## src/rtl/irqc_pkg.sv

```systemverilog
package irqc_pkg;
  // Register offsets within a 16-byte bank slot
  localparam logic [3:0] OFS_EVENT = 4'h0;
  localparam logic [3:0] OFS_MASK  = 4'h4;
  localparam logic [3:0] OFS_ACK   = 4'h8;
  localparam logic [3:0] OFS_LEVEL = 4'hC;
  localparam int unsigned SLOT_LG2 = 4;
endpackage

```

## src/rtl/irqc_addr_dec.sv

```systemverilog
module irqc_addr_dec
  import irqc_pkg::*;
#(
  parameter int unsigned ADDR_W    = 12,
  parameter int unsigned NUM_BANKS = 2,
  parameter int unsigned BANK_BASE = 16,
  localparam int unsigned IDX_W    = (NUM_BANKS > 1) ? $clog2(NUM_BANKS) : 1,
  localparam int unsigned HI_W     = ADDR_W - SLOT_LG2
) (
  input  logic [ADDR_W-1:0] addr,
  output logic              hit,
  output logic [IDX_W-1:0]  bank_idx,
  output logic [3:0]        reg_ofs
);
  logic [HI_W-1:0] slot_rel;

  always_comb begin
    // subtraction wraps modulo the window size
    slot_rel = addr[ADDR_W-1:SLOT_LG2] - HI_W'(BANK_BASE >> SLOT_LG2);
    hit      = (slot_rel < HI_W'(NUM_BANKS));
    bank_idx = slot_rel[IDX_W-1:0];
    reg_ofs  = addr[SLOT_LG2-1:0];
  end
endmodule

```

## src/rtl/irqc_bank.sv

```systemverilog
module irqc_bank #(
  parameter int unsigned         BANK_W  = 32,
  parameter logic [BANK_W-1:0]   LVL_SEL = '0
) (
  input  logic              clk,
  input  logic              rst,
  input  logic [BANK_W-1:0] line_in,
  input  logic              mask_we,
  input  logic              ack_we,
  input  logic [BANK_W-1:0] wdata,
  output logic [BANK_W-1:0] events,
  output logic [BANK_W-1:0] mask,
  output logic [BANK_W-1:0] levels,
  output logic              req,
  output logic              req_next
);
  logic [BANK_W-1:0] ev_q, mk_q, lv_q;
  logic [BANK_W-1:0] ev_n, mk_n, lv_n, clr_bits, set_bits;

  always_comb begin
    clr_bits = ack_we ? (wdata & ~LVL_SEL) : '0;
    set_bits = line_in & ~LVL_SEL;
    ev_n     = (ev_q & ~clr_bits) | set_bits;  // set beats clear
    lv_n     = line_in;
    mk_n     = mask_we ? wdata : mk_q;
    req_next = |((ev_n | (lv_n & LVL_SEL)) & mk_n);
    req      = |((ev_q | (lv_q & LVL_SEL)) & mk_q);
  end

  always_ff @(posedge clk) begin
    if (rst) begin
      ev_q <= '0;
      mk_q <= '0;
      lv_q <= '0;
    end else begin
      ev_q <= ev_n;
      mk_q <= mk_n;
      lv_q <= lv_n;
    end
  end

  assign events = ev_q;
  assign mask   = mk_q;
  assign levels = lv_q;


  level_follow_chk: assert property (@(posedge clk) disable iff (rst)
    1'b1 |=> (lv_q == $past(line_in)));

  event_sticky_chk: assert property (@(posedge clk) disable iff (rst)
    !ack_we |=> ((ev_q & $past(ev_q)) == $past(ev_q)));

  ack_clear_chk: assert property (@(posedge clk) disable iff (rst)
    ack_we |=> ((ev_q & $past(wdata & ~line_in & ~LVL_SEL)) == '0));

  lvl_no_event_chk: assert property (@(posedge clk) disable iff (rst)
    (ev_q & LVL_SEL) == '0);

  mask_hold_chk: assert property (@(posedge clk) disable iff (rst)
    !mask_we |=> $stable(mk_q));
endmodule

```

## src/rtl/irqc_dual_bank.sv

```systemverilog
module irqc_dual_bank
  import irqc_pkg::*;
#(
  parameter int unsigned BANK_W    = 32,
  parameter int unsigned NUM_BANKS = 2,
  parameter int unsigned ADDR_W    = 12,
  parameter int unsigned BANK_BASE = 16,
  parameter logic [NUM_BANKS*BANK_W-1:0] LVL_SEL_ALL = {32'h1FF0_0000, 32'h0000_0000},
  localparam int unsigned NUM_IN   = NUM_BANKS * BANK_W,
  localparam int unsigned IDX_W    = (NUM_BANKS > 1) ? $clog2(NUM_BANKS) : 1
) (
  input  logic              clk,
  input  logic              rst,
  input  logic [NUM_IN-1:0] irq_in,
  input  logic [ADDR_W-1:0] bus_addr,
  input  logic              bus_we,
  input  logic              bus_re,
  input  logic [BANK_W-1:0] bus_wdata,
  output logic [BANK_W-1:0] bus_rdata,
  output logic              cpu_irq
);
  logic             hit;
  logic [IDX_W-1:0] bank_idx;
  logic [3:0]       reg_ofs;

  logic [BANK_W-1:0]    ev_arr [NUM_BANKS];
  logic [BANK_W-1:0]    mk_arr [NUM_BANKS];
  logic [BANK_W-1:0]    lv_arr [NUM_BANKS];
  logic [NUM_BANKS-1:0] req_vec, req_next_vec, mask_we_vec, ack_we_vec;
  logic                 cpu_irq_q;

  irqc_addr_dec #(
    .ADDR_W(ADDR_W), .NUM_BANKS(NUM_BANKS), .BANK_BASE(BANK_BASE)
  ) u_dec (
    .addr(bus_addr), .hit(hit), .bank_idx(bank_idx), .reg_ofs(reg_ofs)
  );

  for (genvar b = 0; b < NUM_BANKS; b++) begin : g_bank
    // line N goes to bank (NUM_BANKS-1) - N/BANK_W
    localparam int unsigned LINE_LO = (NUM_BANKS - 1 - b) * BANK_W;
    logic sel;
    assign sel            = hit && (bank_idx == IDX_W'(b));
    assign mask_we_vec[b] = bus_we && sel && (reg_ofs == OFS_MASK);
    assign ack_we_vec[b]  = bus_we && sel && (reg_ofs == OFS_ACK);

    irqc_bank #(
      .BANK_W(BANK_W), .LVL_SEL(LVL_SEL_ALL[b*BANK_W +: BANK_W])
    ) u_bank (
      .clk(clk), .rst(rst),
      .line_in(irq_in[LINE_LO +: BANK_W]),
      .mask_we(mask_we_vec[b]), .ack_we(ack_we_vec[b]),
      .wdata(bus_wdata),
      .events(ev_arr[b]), .mask(mk_arr[b]), .levels(lv_arr[b]),
      .req(req_vec[b]), .req_next(req_next_vec[b])
    );
  end

  always_comb begin
    bus_rdata = '0;
    if (bus_re && hit) begin
      case (reg_ofs)
        OFS_EVENT: bus_rdata = ev_arr[bank_idx];
        OFS_MASK:  bus_rdata = mk_arr[bank_idx];
        OFS_LEVEL: bus_rdata = lv_arr[bank_idx];
        default:   bus_rdata = '0;
      endcase
    end
  end

  always_ff @(posedge clk) begin
    if (rst) cpu_irq_q <= 1'b0;
    else     cpu_irq_q <= |req_next_vec;
  end
  assign cpu_irq = cpu_irq_q;


  irq_match_chk: assert property (@(posedge clk) disable iff (rst)
    cpu_irq == (|req_vec));

  one_target_chk: assert property (@(posedge clk) disable iff (rst)
    $onehot0({mask_we_vec, ack_we_vec}));

  idle_read_zero_chk: assert property (@(posedge clk) disable iff (rst)
    !bus_re |-> (bus_rdata == '0));
endmodule

```

## config.mk

```make
export PLATFORM = sky130hd
export DESIGN_NAME = irqc_dual_bank
export DESIGN_NICKNAME = d
export VERILOG_FILES = /design/src/rtl/irqc_pkg.sv /design/src/rtl/irqc_addr_dec.sv /design/src/rtl/irqc_bank.sv /design/src/rtl/irqc_dual_bank.sv
export SDC_FILE = /design/constraint.sdc
export NUM_CORES = 1
export LEC_CHECK = 0
export ABC_AREA = 1
export BUFFER_PORTS_ARGS = -buffer_cell sky130_fd_sc_hd__buf_4
export CORE_MARGIN = 4
export CORE_UTILIZATION = 45
export DETAILED_ROUTE_END_ITERATION = 10
export GPL_ROUTABILITY_DRIVEN = 0
export MAX_ROUTING_LAYER = met4
export PLACE_DENSITY_LB_ADDON = 0.05
export SETUP_SLACK_MARGIN = 0.4
export SYNTH_ARGS = -nofsm -noshare
export SYNTH_HDL_FRONTEND = slang
export SYNTH_HIERARCHICAL = 1
export SYNTH_SLANG_ARGS = --single-unit
export TNS_END_PERCENT = 30
```

## constraint.sdc

```tcl
create_clock -name clk -period 3.4 [get_ports clk]
set_clock_uncertainty 0.05 [all_clocks]
set_input_delay 0.34 -clock clk [delete_from_list [all_inputs] [get_ports clk]]
set_output_delay 0.34 -clock clk [all_outputs]
set_load 0.005 [all_outputs]
```

==> results of run 1 <==
[state kept, by name, summed over array words and instances (netlist names)]
signal / cells
cpu_irq: 1
g_bank.u_bank/levels: 64
g_bank.u_bank/mask: 64
g_bank.u_bank/events: 55
[critical path: cells and delay by family]
family / cells / cell delay [ns]
buffers and inverters: 6 / 1.39
and+or+nand+nor: 5 / 0.52
[worst paths after layout]
path	endpoint	slack [ns]	startpoint
hold reg to reg	g_bank[0].u_bank/events[23]$_SDFF_PP0_	0.43	g_bank[0].u_bank/events[23]$_SDFF_PP0_
setup reg to reg	cpu_irq$_SDFF_PP0_	2.03	g_bank[1].u_bank/events[9]$_SDFF_PP0_
hold / removal	g_bank[0].u_bank/levels[3]$_SDFF_PP0_	0.09	irq_in[35]
setup / recovery	bus_rdata[8]	0.67	bus_addr[4]
[power breakdown]
part	total (mW)	internal [mW]	leakage [nW]	switching, mW
registers	2.27	2.24	1.52	0.0315
logic	0.439	0.176	3.98	0.264
clock network	1.99	1.11	0.275	0.881
[per-layer routing]
layer  up-vias  routed length [µm]
li1       4830                   -
met1      3932               12100
met2       183               11900
met3        20                1200
met4         0                 346
met5         -                   0
[final cells by class]
type / instances / share of cell area (%)
repair buffers: 162 / 11.6
flip-flops and latches: 184 / 33.1
multi-input cells: 1101 / 39.5
inverters: 218 / 7.38
well taps: 270 / 3.04
clock buffers: 18 / 3.95
clock inverters: 13 / 1.33
[through the flow]
stage	utilization, %	worst slack (ns)	hold WS [ns]	cells
6_report	54.4	0.674	0.0888	1966
5_1_grt	54.4	0.522	0.0816	1966
4_1_cts	54.4	0.679	0.0690	1966
3_5_place_dp	51.6	0.457	0.424	1935
3_3_place_gp	51.6	0.464	0.418	1935
2_1_floorplan	-	1.08	0.362	1588
==> metrics.txt, run 1 <==
type of element capturing the critical path=primary output; category of the worst setup path launch point=input port; DRC viols=0; number of max-slew violations in the final report=0; area of the core=20400 µm²; commonest non-fill, non-tap cell in the layout=sky130_fd_sc_hd__nand2_1; synthesized area per cell=5.97 µm²; Rel. slew slack=37.3%; post-CTS setup buffer count=0; instance count of the mapped netlist=1580; row count=52; worst IR drop on VDD=0.342 mV; Worst Tran Pin Value=0.940 ns; Antenna Diode Count=0; placed standard-cell area=10500 µm²; maximum fanout along the worst path=62; commonest cells after routing, fill and taps aside=sky130_fd_sc_hd__nand2_1, sky130_fd_sc_hd__inv_1, sky130_fd_sc_hd__dfxtp_1; vias per inst=4.56; signal arrival time at the worst endpoint=2.34 ns; Die H=153 µm; maximum number of pins on one net before global-route repair=115; depth of the worst register-to-register path=10; result of the run=completed; global routing met3 resource utilization=3.95%; Critical Path, Cell by Cell=buf_4 > inv_2 > buf_4 > buf_4 > nand2_1 > nand2_1 > nand2_1 > nand3_1 > nand2_1 > inv_1 > buf_4; number of warning messages in the yosys log=6; clock latency of the later-clocked register in the worst-skew pair=0.43 ns; # H-tree levels=4; post-synthesis instance area=9430 µm²; global-route wire length before repair=42000 µm; area overhead of the layout relative to synthesis=18.0%; CTS Buf Count=17; horizontal extent of the die=153 µm; initial antenna violation count=0; Via Count=8965; met2 routing resource usage after global routing=36.1%; global routing's busiest layer=met2; final instance area=11100 µm²; starting density of the core=46.1%; via count of the first global-routing pass=8487; minimum period implied by the final worst setup slack=2.73 ns; highest clock rate=367 MHz; combined area of the multi-input logic cells=4400 µm²; Clock Root Buffer=sky130_fd_sc_hd__clkbuf_16; Max-cap violations=0; stage delay of the slowest cell on the critical path=0.66 ns; Total Routing Usage GR=22.5%; total grt overflow=0; Min-Delay Path Class=input port to register; footprint of the flip-flops and latches=3680 µm²; count of pins on the block boundary=145; detailed-route wire length=25500 µm; global routing usage on met1=29.7%; setup repair after global routing missed its margin=no; Power per Cell Area=423 nW/µm²; port bufs=144; number of hold violations in the final report=0; DP HPWL=16600 µm; # setup viols final=0; WHS Path Cells=3; post-CTS sizing=0; ANT nets after route=0; CTS sink cnt=184; type of the setup path with the least slack=input port to primary output; sum of negative setup slack=0 ns; number of fillers in the final layout=2194; total power=4.70 mW; number of nets at the end of the flow=1797; clock slew at reported path FFs=0.07 ns; Total Die Area=23300 µm²; cell at the slowest stage of the critical path=sky130_fd_sc_hd__buf_4; detailed-routing iteration count for the pre-antenna-repair pass=5; share of final-layout standard cells stronger than drive strength 1=12.7%; part of the cycle the worst path needs=80.2%; average detailed-routed wire length per instance=13.0 µm; count of routing violations after the opening detailed-route iteration=523; maximum buffer depth of the clock tree=2; CTS tree=built; required time of the critical path=3.01 ns; total leakage power=5.77 nW; quantity of hold-fixing buffers added after cts=0
Note: power is estimated with default switching activity, not from simulation.
==> inputs of run 2 (changes only) <==
Clock period 3.4 ns to 2.75 ns, I/O delays scaled along.
==> run 2 against run 1 <==
  * First-iteration DRC count up 4.4%
  * Clock power increased by 25%
  * Via count is 4.6% higher
  * Sequential cell count is the same
  * Core utilization increased by 3.4 points
  * Global-route usage is 0.61 points higher
  * Critical path depth rose by 14
  * Count of clock-buffer cells in the layout grew 1
  * Cell count grew 1.6%
  * Die area is the same
  * Critical path type is now input port to register
  * Critical endpoint is now cpu_irq$_SDFF_PP0_
  * Largest cell class unchanged
  * Largest power group unchanged
  * Highest routed layer unchanged
==> metrics.txt, run 2 (synthesis results as in run 1) <==
result of the run=completed (unchanged); starting density of the core=46.1% (unchanged); area of the core=20400 µm² (unchanged); clock slew at reported path FFs=0.07 ns (about the same); wl on met1=12300 µm (was 12100 µm); total power=5.87 mW (was 4.70 mW); maximum fanout along the worst path=6 (was 62); critical register-to-register path endpoint=cpu_irq$_SDFF_PP0_ (unchanged); Via Count=9376 (was 8965); R2R setup slack=1.39 ns (was 2.03 ns); minimum period implied by the final worst setup slack=2.26 ns; category of the worst setup path launch point=input port (unchanged); DRC viols=0 (unchanged); signal arrival time at the worst endpoint=2.57 ns (was 2.34 ns); Worst Tran Pin Value=0.707 ns (was 0.940 ns); share of final-layout standard cells stronger than drive strength 1=15.8% (was 12.7%); Antenna Diode Count=0 (unchanged); # H-tree levels=4 (unchanged); beginning of the critical path=bus_addr[4] (unchanged); hold slack=0.0121 ns (was 0.0888 ns); WHS Path Cells=3 (unchanged); total leakage power=6.07 nW (was 5.77 nW); Layout Utilization=57.8% (was 54.4%); horizontal extent of the die=153 µm (unchanged); Power per Cell Area=497 nW/µm² (was 423 nW/µm²); setup repair after global routing missed its margin=yes (was no); part of the cycle the worst path needs=82.0%; sum of met2 wire segment lengths after detailed routing=13300 µm (was 11900 µm); critical hold path startpoint=irq_in[2] (was irq_in[35]); highest clock rate=443 MHz; Max-cap violations=0 (unchanged); detailed-route wire length=27600 µm (was 25500 µm); worst IR drop on VDD=0.398 mV (was 0.342 mV); maximum buffer depth of the clock tree=2 (unchanged); vias per inst=4.69 (was 4.56); Die H=153 µm (unchanged); CTS tree=built (unchanged); type of element capturing the critical path=register (was primary output); number of hold violations in the final report=0 (unchanged); area overhead of the layout relative to synthesis=25.3% (was 18.0%); final instance area=11800 µm² (was 11100 µm²); number of max-slew violations in the final report=0 (unchanged); global-route wire length before repair=42900 µm (was 42000 µm); port bufs=144 (unchanged); count of pins on the block boundary=145 (unchanged); Total Die Area=23300 µm² (unchanged); Rel. slew slack=52.8% (was 37.3%); Clock Root Buffer=sky130_fd_sc_hd__clkbuf_16 (unchanged); maximum number of pins on one net before global-route repair=97 (was 115); # setup viols final=0 (unchanged); depth of the worst register-to-register path=10 (unchanged); number of nets at the end of the flow=1829 (was 1797); via count of the first global-routing pass=8632 (was 8487); top metal layer carrying routed signals=met4 (unchanged); placed standard-cell area=10700 µm² (was 10500 µm²); Total Routing Usage GR=23.1% (was 22.5%); metal3 WL=1440 µm (was 1200 µm); Hold EP=g_bank[1].u_bank/levels[2]$_SDFF_PP0_ (was g_bank[0].u_bank/levels[3]$_SDFF_PP0_); required time of the critical path=3.07 ns (was 3.01 ns); CTS Buf Count=17 (unchanged); type of the setup path with the least slack=input port to register (was input port to primary output); sum of negative setup slack=0 ns (unchanged); DP HPWL=16900 µm (was 16600 µm); ANT nets after route=0 (unchanged); total grt overflow=0 (unchanged); commonest cells after routing, fill and taps aside=sky130_fd_sc_hd__nand2_1, sky130_fd_sc_hd__inv_1, sky130_fd_sc_hd__dfxtp_1 (unchanged); row count=52 (unchanged); Critical R2R Launch=g_bank[0].u_bank/mask[0]$_SDFF_PP0_ (was g_bank[1].u_bank/events[9]$_SDFF_PP0_); CTS sink cnt=184 (unchanged); clock latency of the later-clocked register in the worst-skew pair=0.44 ns (was 0.43 ns); detailed-routing iteration count for the pre-antenna-repair pass=5 (unchanged); count of routing violations after the opening detailed-route iteration=546 (was 523); Min-Delay Path Class=input port to register (unchanged); average detailed-routed wire length per instance=13.8 µm (was 13.0 µm); initial antenna violation count=0 (unchanged); commonest non-fill, non-tap cell in the layout=sky130_fd_sc_hd__nand2_1 (unchanged)
==> run 2: cell type report <==
type                    instances  area, µm²
repair buffers                194       1820
multi-input cells            1101       4560
clock inverters                12        141
inverters                     218        828
clock buffers                  19        443
well taps                     270        338
flip-flops and latches        184       3680
fillers                      2066       8620
==> run 2: worst max path at each step <==
stage | to | cells past startpoint
after global routing | cpu_irq$_SDFF_PP0_ | 27
after detailed placement | cpu_irq$_SDFF_PP0_ | 20
after floorplan | cpu_irq$_SDFF_PP0_ | 20
after global placement | cpu_irq$_SDFF_PP0_ | 20
final | cpu_irq$_SDFF_PP0_ | 25
after CTS | cpu_irq$_SDFF_PP0_ | 21
==> run 2: layer usage <==
layer  GRT usage, %  vias up
met5              -        -
met4           5.85        0
met3           4.26       38
met2           38.4      243
met1           29.1     4194
li1               -     4901
==> run 2: report_power, final <==
part	total, mW	switching, mW	internal [mW]	leakage [nW]
Combinational	0.583	0.343	0.240	4.27
Clock	2.48	1.10	1.37	0.281
Sequential	2.81	0.0388	2.77	1.52
==> run 2: repair_timing <==
| action | CTS | global route |
|---|---|---|
| buffers inserted | 2 | 10 |
| pin swaps | 1 | 35 |
| gates cloned | 1 | 5 |
| hold buffers | 1 | 0 |
| hold endpoints to repair | 1 | 0 |
| gates resized for setup | 5 | 63 |
| endpoints found under the setup margin | 22 | 30 |
==> run 2: stage by stage <==
step                      instances  setup WS, ns
after floorplan                1588         0.497
after global placement         1948        -0.107
after detailed placement       1948        -0.133
after CTS                      1983         0.377
after global routing           1998         0.352
final                          1998         0.494
==> run 2: critical path, stage by stage <==
cell	delay, ns
sky130_fd_sc_hd__buf_6	0.07
sky130_fd_sc_hd__inv_4	0.03
sky130_fd_sc_hd__ha_4	0.25
sky130_fd_sc_hd__nand2_2	0.05
sky130_fd_sc_hd__nor2_2	0.09
sky130_fd_sc_hd__nand2_2	0.08
sky130_fd_sc_hd__nor2_4	0.19
sky130_fd_sc_hd__nand3_4	0.11
sky130_fd_sc_hd__buf_6	0.13
sky130_fd_sc_hd__nor2_4	0.15
sky130_fd_sc_hd__buf_12	0.13
sky130_fd_sc_hd__buf_6	0.09
sky130_fd_sc_hd__buf_6	0.11
sky130_fd_sc_hd__buf_12	0.14
sky130_fd_sc_hd__buf_8	0.13
sky130_fd_sc_hd__nand2_4	0.05
sky130_fd_sc_hd__o21ai_4	0.05
sky130_fd_sc_hd__nand2_1	0.06
sky130_fd_sc_hd__nand2_1	0.06
sky130_fd_sc_hd__nor2_1	0.04
sky130_fd_sc_hd__nand2_1	0.05
sky130_fd_sc_hd__nor2_1	0.04
sky130_fd_sc_hd__nand2_1	0.05
sky130_fd_sc_hd__nor2_1	0.04
sky130_fd_sc_hd__nor2_1	0.09
